**config.mk**
```make
export PLATFORM = sky130hd
export DESIGN_NAME = ir_edge_capture
export DESIGN_NICKNAME = d
export VERILOG_FILES = /design/src/rtl/ir_cap_pkg.sv /design/src/rtl/ir_cap_sync.sv /design/src/rtl/ir_cap_edge.sv /design/src/rtl/ir_cap_irq.sv /design/src/rtl/ir_cap_seq.sv /design/src/rtl/ir_edge_capture.sv
export SDC_FILE = /design/constraint.sdc
export NUM_CORES = 1
export LEC_CHECK = 0
export BUFFER_PORTS_ARGS = -buffer_cell sky130_fd_sc_hd__buf_2
export CAP_MARGIN = 20
export CORE_MARGIN = 4
export CORE_UTILIZATION = 30
export DETAILED_ROUTE_END_ITERATION = 8
export SETUP_SLACK_MARGIN = 0.3
export SYNTH_ARGS = -nofsm -noshare
export SYNTH_HDL_FRONTEND = slang
export SYNTH_SLANG_ARGS = --single-unit
```
**constraint.sdc**
```tcl
create_clock -name clk -period 5.1 [get_ports clk]
set_input_delay 1.275 -clock clk [delete_from_list [all_inputs] [get_ports clk]]
set_output_delay 1.275 -clock clk [all_outputs]
set_load 0.05 [all_outputs]
```
**src/rtl/ir_cap_pkg.sv**
```systemverilog
package ir_cap_pkg;
   localparam int CTL_W      = 7;
   localparam int CTL_EN     = 0;
   localparam int CTL_POL    = 1;
   localparam int CTL_SINGLE = 2;
   localparam int CTL_PHASE  = 3;
   localparam int CTL_IRQ_F  = 4;
   localparam int CTL_IRQ_R  = 5;
   localparam int CTL_IRQ    = 6;

   typedef struct packed {
      logic irq_r;
      logic irq_f;
      logic phase;
      logic single;
      logic pol;
      logic en;
   } ctl_t;

   function automatic ctl_t ctl_unpack(input logic [CTL_W-1:0] d);
      ctl_t c;
      c.en     = d[CTL_EN];
      c.pol    = d[CTL_POL];
      c.single = d[CTL_SINGLE];
      c.phase  = d[CTL_PHASE];
      c.irq_f  = d[CTL_IRQ_F];
      c.irq_r  = d[CTL_IRQ_R];
      return c;
   endfunction
endpackage

```
**src/rtl/ir_cap_sync.sv**
```systemverilog
module ir_cap_sync #(
   parameter int STAGES = 2
) (
   input  logic clk,
   input  logic rst_n,
   input  logic d,
   output logic q
);
   if (STAGES < 2) begin : g_bad_stages
      $error("ir_cap_sync: STAGES must be at least 2");
   end

   logic [STAGES-1:0] chain;

   always_ff @(posedge clk or negedge rst_n) begin
      if (!rst_n) chain <= '0;
      else        chain <= {chain[STAGES-2:0], d};
   end

   assign q = chain[STAGES-1];
endmodule

```
**src/rtl/ir_cap_edge.sv**
```systemverilog
module ir_cap_edge (
   input  logic clk,
   input  logic rst_n,
   input  logic s,
   input  logic pol,
   output logic rise,
   output logic fall
);
   logic prev_raw;
   logic cur, prv;

   always_ff @(posedge clk or negedge rst_n) begin
      if (!rst_n) prev_raw <= 1'b0;
      else        prev_raw <= s;
   end

   // polarity applied to both samples: a polarity change alone is no edge
   assign cur  = pol ? s        : ~s;
   assign prv  = pol ? prev_raw : ~prev_raw;
   assign rise = cur & ~prv;
   assign fall = ~cur & prv;

   a_r4_steady_no_edge: assert property (@(posedge clk) disable iff (!rst_n)
      (s == prev_raw) |-> !(rise || fall));
endmodule

```
**src/rtl/ir_cap_irq.sv**
```systemverilog
module ir_cap_irq (
   input  logic clk,
   input  logic rst_n,
   input  logic rise,
   input  logic fall,
   input  logic sel_r,
   input  logic sel_f,
   input  logic sw_clr,
   input  logic ack,
   output logic irq
);
   logic set;
   assign set = (rise & sel_r) | (fall & sel_f);

   always_ff @(posedge clk or negedge rst_n) begin
      if (!rst_n)              irq <= 1'b0;
      else if (set)            irq <= 1'b1;
      else if (sw_clr || ack)  irq <= 1'b0;
   end

   a_r10_rise_sets: assert property (@(posedge clk) disable iff (!rst_n)
      (rise && sel_r) |=> irq);
   a_r10_fall_sets: assert property (@(posedge clk) disable iff (!rst_n)
      (fall && sel_f) |=> irq);
   a_r11_ack_clears: assert property (@(posedge clk) disable iff (!rst_n)
      (ack && !(rise && sel_r) && !(fall && sel_f)) |=> !irq);
endmodule

```
**src/rtl/ir_cap_seq.sv**
```systemverilog
module ir_cap_seq #(
   parameter int CNT_W        = 16,
   parameter int N_CAP        = 3,
   parameter int SINGLE_EDGES = 3
) (
   input  logic                   clk,
   input  logic                   rst_n,
   input  logic                   en,
   input  logic                   single,
   input  logic                   rearm,
   input  logic                   rearm_phase,
   input  logic [CNT_W-1:0]       term,
   input  logic                   rise,
   input  logic                   fall,
   output logic [CNT_W-1:0]       count,
   output logic [N_CAP*CNT_W-1:0] cap_bus,
   output logic                   done
);
   localparam int IDX_W = $clog2(SINGLE_EDGES + 1);
   localparam logic [IDX_W-1:0] LAST = IDX_W'(SINGLE_EDGES - 1);
   localparam logic [IDX_W-1:0] SAT  = IDX_W'(SINGLE_EDGES);

   if (N_CAP < 1) begin : g_bad_ncap
      $error("ir_cap_seq: N_CAP must be at least 1");
   end
   if (SINGLE_EDGES < 1) begin : g_bad_edges
      $error("ir_cap_seq: SINGLE_EDGES must be at least 1");
   end

   logic [IDX_W-1:0] idx;
   logic             exp_rise;
   logic             hit;
   logic             fire;

   assign hit  = exp_rise ? rise : fall;
   assign fire = !rearm && en && !done && hit;

   always_ff @(posedge clk or negedge rst_n) begin
      if (!rst_n) begin
         count    <= '0;
         idx      <= '0;
         exp_rise <= 1'b0;
         done     <= 1'b0;
      end else if (rearm) begin
         count    <= '0;
         idx      <= '0;
         exp_rise <= rearm_phase;
         done     <= 1'b0;
      end else if (!en) begin
         count <= count + CNT_W'(1);
      end else if (!done) begin
         if (hit) begin
            exp_rise <= ~exp_rise;
            if (idx != SAT) idx <= idx + IDX_W'(1);
         end
         if (single) begin
            count <= count + CNT_W'(1);
            if (hit && idx == LAST) done <= 1'b1;
         end else if (count == term) begin
            done <= 1'b1;
         end else begin
            count <= count + CNT_W'(1);
         end
      end
   end

   logic [CNT_W-1:0] slot [N_CAP];

   for (genvar i = 0; i < N_CAP; i++) begin : g_slot
      always_ff @(posedge clk or negedge rst_n) begin
         if (!rst_n)    slot[i] <= '0;
         else if (fire) slot[i] <= (i == 0) ? count : slot[(i == 0) ? 0 : i-1];
      end
      assign cap_bus[i*CNT_W +: CNT_W] = slot[i];
   end

   a_r8_rearm_clears: assert property (@(posedge clk) disable iff (!rst_n)
      rearm |=> (count == '0 && !done));
   a_r6_hold_when_done: assert property (@(posedge clk) disable iff (!rst_n)
      (en && done && !rearm) |=> ($stable(count) && $stable(cap_bus)));
   a_r3_free_timer: assert property (@(posedge clk) disable iff (!rst_n)
      (!en && !rearm) |=> (count == $past(count) + CNT_W'(1)));
   a_r3_no_capture: assert property (@(posedge clk) disable iff (!rst_n)
      !en |=> $stable(cap_bus));
   a_r7_terminal: assert property (@(posedge clk) disable iff (!rst_n)
      (en && !done && !single && !rearm && count == term) |=> (done && $stable(count)));
endmodule

```
**src/rtl/ir_edge_capture.sv**
```systemverilog
module ir_edge_capture #(
   parameter int CNT_W        = 16,
   parameter int N_CAP        = 3,
   parameter int SINGLE_EDGES = 3,
   parameter int SYNC_STAGES  = 2
) (
   input  logic                   clk,
   input  logic                   rst_n,
   input  logic                   ir_in,
   input  logic                   ctrl_we,
   input  logic [6:0]             ctrl_wdata,
   input  logic                   term_we,
   input  logic [CNT_W-1:0]       term_wdata,
   input  logic                   irq_ack,
   output logic [6:0]             ctrl_rdata,
   output logic [CNT_W-1:0]       count,
   output logic [N_CAP*CNT_W-1:0] cap_data,
   output logic                   done,
   output logic                   irq
);
   import ir_cap_pkg::*;

   ctl_t             ctl;
   logic [CNT_W-1:0] term;
   logic             s_ir, rise, fall;
   logic             rearm, sw_clr;

   assign rearm  = ctrl_we &  ctrl_wdata[CTL_EN];
   assign sw_clr = ctrl_we & ~ctrl_wdata[CTL_IRQ];

   always_ff @(posedge clk or negedge rst_n) begin
      if (!rst_n) begin
         ctl  <= '0;
         term <= '0;
      end else begin
         if (ctrl_we) ctl  <= ctl_unpack(ctrl_wdata);
         if (term_we) term <= term_wdata;
      end
   end

   ir_cap_sync #(.STAGES(SYNC_STAGES)) u_sync (
      .clk(clk), .rst_n(rst_n), .d(ir_in), .q(s_ir));

   ir_cap_edge u_edge (
      .clk(clk), .rst_n(rst_n), .s(s_ir), .pol(ctl.pol),
      .rise(rise), .fall(fall));

   ir_cap_irq u_irq (
      .clk(clk), .rst_n(rst_n), .rise(rise), .fall(fall),
      .sel_r(ctl.irq_r), .sel_f(ctl.irq_f),
      .sw_clr(sw_clr), .ack(irq_ack), .irq(irq));

   ir_cap_seq #(.CNT_W(CNT_W), .N_CAP(N_CAP), .SINGLE_EDGES(SINGLE_EDGES)) u_seq (
      .clk(clk), .rst_n(rst_n), .en(ctl.en), .single(ctl.single),
      .rearm(rearm), .rearm_phase(ctrl_wdata[CTL_PHASE]), .term(term),
      .rise(rise), .fall(fall), .count(count), .cap_bus(cap_data), .done(done));

   assign ctrl_rdata = {irq, ctl.irq_r, ctl.irq_f, ctl.phase, ctl.single, ctl.pol, ctl.en};
endmodule

```
# After elaboration in Yosys (flattened, before gate mapping)
# Cells that the tools add are included.
[classes]
addsub = 2
n_mux = 25
n_reduce_logical = 14
eq_ne = 6
bitwise = 13
[ops]
columns = ["op", "count"]
rows = [
  ["$mux W16", 5],
  ["$add A16 B1 Y16 const B", 1],
  ["$eq A16 B16 Y1", 1],
  ["$mux W1", 15],
  ["$mux W2", 5],
  ["$reduce_bool A2 Y1", 4],
  ["$and A1 B1 Y1", 6],
  ["$not A1 Y1", 6],
  ["$logic_and A1 B1 Y1", 4],
  ["$ne A4 B3 Y1 const B", 1],
  ["$reduce_and A4 Y1", 1],
  ["$ne A3 B2 Y1 const B", 1],
  ["$reduce_and A3 Y1", 1],
  ["$add A2 B1 Y2 const B", 1],
  ["$eq A2 B2 Y1 const B", 1],
  ["$logic_not A1 Y1", 2],
  ["$ne A2 B1 Y1 const B", 1],
  ["$ne A2 B2 Y1 const B", 1],
  ["$reduce_and A2 Y1", 1],
  ["$logic_or A1 B1 Y1", 1],
  ["$or A1 B1 Y1", 1],
]
[word_totals]
wordCells = 77
in_bits = 29
register_bits = 94
out_inout_bits = 73

# Longest topological paths before layout
[depth]
ltp_word = 11
depth_mapped = 7
ltp_nobuf = 6

# Hierarchy
# Synthesis repeated with hierarchy kept, for this count alone.
[hier_totals]
hier_cells = 307
hier_area_um2 = 4145.2
[modules_own_cells]
columns = ["mod", "instances", "area_each_um2", "seq_area_each_um2", "cells_per_inst"]
rows = [
  ["ir_cap_seq", 1, 3101.7, 1701.6, 247],
  ["ir_edge_capture", 1, 892.1, 550.5, 50],
  ["ir_cap_edge", 1, 58.8, 25.0, 5],
  ["ir_cap_sync", 1, 50.0, 50.0, 2],
  ["ir_cap_irq", 1, 42.5, 25.0, 3],
]

# Worst setup path after synthesis
# Ideal clock, no wire load.
[synth_timing]
path_kind = "input to register"
startpoint = "input port ctrl_we"
endpoint = "register u_seq.slot (netlist bit u_seq.cap_bus[0])"
setup_ps = 125
required_time_ps = 4975
path_buffers = 2
stages = 5
setup_slack_ps = 2613
arrival_time_ps = 2363
cell_sequence = "clkbuf_1 nand2_1 nand3_1 buf_2 mux2_2"
[synth_between]
elab_chain_cells = 5
[synth_rtl]
columns = ["element", "line_no", "source"]
rows = [
  ["start, declared", "ir_edge_capture.sv:10", "input logic ctrl_we,"],
  ["$and A1 B1 Y1", "ir_edge_capture.sv:28", "assign rearm = ctrl_we & ctrl_wdata[CTL_EN];"],
  ["$logic_not A1 Y1", "ir_cap_seq.sv:36", "assign fire = !rearm && en && !done && hit;"],
  ["$logic_and A1 B1 Y1 (3 in series)", "ir_cap_seq.sv:36", ""],
  ["end signal, assigned by index", "ir_cap_seq.sv:72", "else if (fire) slot[i] <= (i == 0) ? count : slot[(i == 0) ? 0 : i-1];"],
  ["end, declared", "ir_cap_seq.sv:67", "logic [CNT_W-1:0] slot [N_CAP];"],
]
# Every way passes these cells.
# A chain may end at the register's enable or synchronous reset.

# Final worst setup path
[layout_timing]
startpoint = "register u_seq.count[11]"
endpoint = "output port count[11]"
[layout_rtl]
columns = ["element", "line_no", "source"]
rows = [
  ["start, declared", "ir_cap_seq.sv:15", "output logic [CNT_W-1:0] count,"],
  ["start signal, assigned", "ir_cap_seq.sv:50", "count <= count + CNT_W'(1);"],
  ["start signal, assigned", "ir_cap_seq.sv:57", "count <= count + CNT_W'(1);"],
  ["start signal, assigned", "ir_cap_seq.sv:62", "count <= count + CNT_W'(1);"],
  ["end, declared", "ir_edge_capture.sv:16", "output logic [CNT_W-1:0] count,"],
]
# No word-level cell between the ends.

==> results.yml <==
worst_setup_path:
  reg2reg_depth: 6
  worstPathArrival_ps: 1260
  slowest_stage: "dfrtp_1"
  start_kind: "flip-flop"
  rrSetupSlack_ps: 2920
  cp.required_ps: 3830
  r2r_end: "u_seq.count[1]$_DFFE_PN0P_"
  reg2reg_from: "u_seq.count[1]$_DFFE_PN0P_"
  crit_path_end_kind: "primary output"
  crit_path_max_incr_delay_ps: 570
  path_buf_inv: 1
  crit_type: "reg2out"
  path_max_fanout: 8
  path_cells: "buf_2"
  critPathTopFamily: "flip-flops"
power:
  switching_share: 0.379
  ir_drop_uv: 150
  power_mw: 2.30
  p_clk_frac: 0.288
  p_switching_mw: 0.872
  p_per_area_nw_per_um2: 459
  leakagePower_nw: 2.54
  combPwrFrac: 0.292
  p_int_mw: 1.43
  p_seq_frac: 0.420
routing:
  drtIter0Drc: 120
  ant_nets: 0
  drc: 0
  wl_per_cell_um: 15.5
  vias: 2769
  drtPass1Iterations: 4
  via_per_inst: 4.68
  wl_um: 9200
global_routing:
  grt_pass1_wl_um: 15400
  grt_pass1_vias: 2847
  grt_max_degree: 57
  antenna_found_initial: 0
  track_usage: 0.124
  gr-total-overflow: 0
logic_synthesis:
  synthesis.area_um2: 4080
  yosys.area_share.simple: 0.0868
  synth_top_family_by_area: "multiplexers"
  ys_async_sr_fraction: 1.00
  synth.avg_cell_area_um2: 12.9
  yosys_register_bits: 94
  synth-adder-area-share: 0.00920
  synth_top_area_share: 0.577
  syn_nets: 347
  synthTopCellsByArea: "dfrtp_1, mux2_2, xor2_1, o21ai_0, nand2_1"
  ys_types: 39
  synth_compound_area_frac: 0.0592
  muxShareOfSynthArea: 0.190
  yosys.area.top_type: "dfrtp_1"
  synthCells: 315
  synth_ff_type: "dfrtp_1"
  yosysWarnings: 0
  yosysSeqAreaShare: 0.577
  synth_xor_area_frac: 0.0472
  synth-edff-count: 0
cells_and_area:
  areaGrowthSynthToFinish_pct: 23.0
  diodes: 0
  final_core_util: 0.377
  final_cell_mix: "buf_2, dfrtp_1, mux2_2"
  drive_above_1_share: 0.471
  fin_nets: 444
  n_fill_cell: 1305
  layout_commonest_cell: "buf_2"
min_path:
  min_path_type: "reg2reg"
  hp-start: "u_sync.chain[0]$_DFF_PN0_"
  hold_end: "u_sync.chain[1]$_DFF_PN0_"
  hold_depth: 0
timing:
  skew_ps: 9.48
  setup_viol: 0
  holdWs_ps: 347
  tightest_slew_ps: 768
  hold_viol_final: 0
  finalCritPeriodShare: 0.498
  min_period_ps: 2540
  rsz0062_at_grt: "no"
  drv_slew: 0
  relSlewSlack: 0.488
  setup_slack_ps: 2560
  setup_tns_ps: 0
  fmax_mhz: 394
clocking:
  cts.repair.resized: 0
  postCtsSetupRepairBufs: 0
  cts-root-buf: "clkbuf_16"
  clockBufferDepth: 2
  cts_made_buffers: 9
  clk_pin_slew_ps: 70
  clkLatencyLatePin_ps: 340
  cts_sinks: 94
  cts-htree-levels: 3
  cts_tree: "built"
  cts_hold_buf: 0
die:
  rows: 42
  core_um2: 13300
  num_io_pins: 102
  start_util: 0.307
  dieArea_um2: 15500
  fp.dieH_um: 125
  die_x_um: 125
placement:
  place_worst_setup_slack_ps: 2290
  io_buffers: 101
  gp_congestion: 0.752
  hpwl_um: 6690
run_status:
  status: "complete, no violations"
run:
  maxCapViolations: 0
-- sequential cells by signal, indices dropped and copies added, names as in the netlist --
signal,count
term,16
u_irq.irq,1
ctrl_rdata,6
u_edge.prev_raw,1
u_seq.cap_bus,48
u_seq.count,16
u_sync.chain,2
u_seq.idx,2
u_seq.done,1
u_seq.exp_rise,1
-- Yosys cell counts, drive strengths merged (3+ instances only) --
cell    count
a21oi      10
buf        12
clkbuf      5
dfrtp      94
ha          3
inv         7
mux2       67
nand2      16
nand3       8
nor2       15
nor4        3
o211ai      4
o21ai      16
o31ai       3
or2         3
or3         6
or4         5
xor2       20
-- routing by layer --
| layer | up-vias | GRT usage | wire, µm |
|---|---|---|---|
| li1 | 1310 | - | - |
| met4 | 0 | 0.0522 | 240 |
| met1 | 1362 | 0.160 | 4100 |
| met5 | - | 0 | 0 |
| met3 | 20 | 0.0425 | 588 |
| met2 | 77 | 0.191 | 4280 |
-- area by class of cell --
class                           instances  area (µm²)  area share
Clock buffer                           10         229      0.0456
Clock inverter                          5        60.1      0.0120
Inverter                                7        26.3     0.00524
Multi-Input combinational cell        197        1610       0.320
Sequential cell                        94        2350       0.469
Tap cell                              176         220      0.0439
Timing Repair Buffer                  103         523       0.104
-- how the worst max path moves through the flow --
stage	end	slack [ps]	startpoint	depth (start not counted)
after floorplan	u_seq.cap_bus[0]$_DFFE_PN0P_	2610	ctrl_we	5
after global placement	u_seq.cap_bus[33]$_DFFE_PN0P_	2360	ctrl_we	5
after detailed placement	u_seq.cap_bus[26]$_DFFE_PN0P_	2290	ctrl_we	5
after CTS	count[11]	2510	u_seq.count[11]$_DFFE_PN0P_	1
after global routing	count[11]	2500	u_seq.count[11]$_DFFE_PN0P_	1
final	count[11]	2560	u_seq.count[11]$_DFFE_PN0P_	1
-- kinds of logic (layout without fill, tap and decap cells) --
| group | Yosys count | in the layout |
|---|---|---|
| multiplexers | 69 | 69 |
| flip-flops | 94 | 94 |
| AO/OA/AOI/OAI | 38 | 38 |
| AND/OR/NAND/NOR | 65 | 65 |
| adder cells (fa/ha/maj) | 3 | 3 |
| buffers and inverters | 24 | 125 |
| XOR/XNOR | 22 | 22 |
-- power by group through the flow --
stage | registers [mW] | logic, mW | clock network (mW)
after floorplan | 1.28 | 0.198 | 0
after global placement | 0.979 | 0.672 | 0
after detailed placement | 0.986 | 0.679 | 0
after CTS | 0.971 | 0.680 | 0.684
after global routing | 0.988 | 0.711 | 0.722
final | 0.967 | 0.671 | 0.663
-- stage by stage --
step           area (µm²)  cells
3_3_place_gp         4730    577
6_report             5020    592
2_1_floorplan        4080    315
3_5_place_dp         4730    577
5_1_grt              5020    592
4_1_cts              5020    592
No activity file was read; power rests on OpenSTA's default activity.
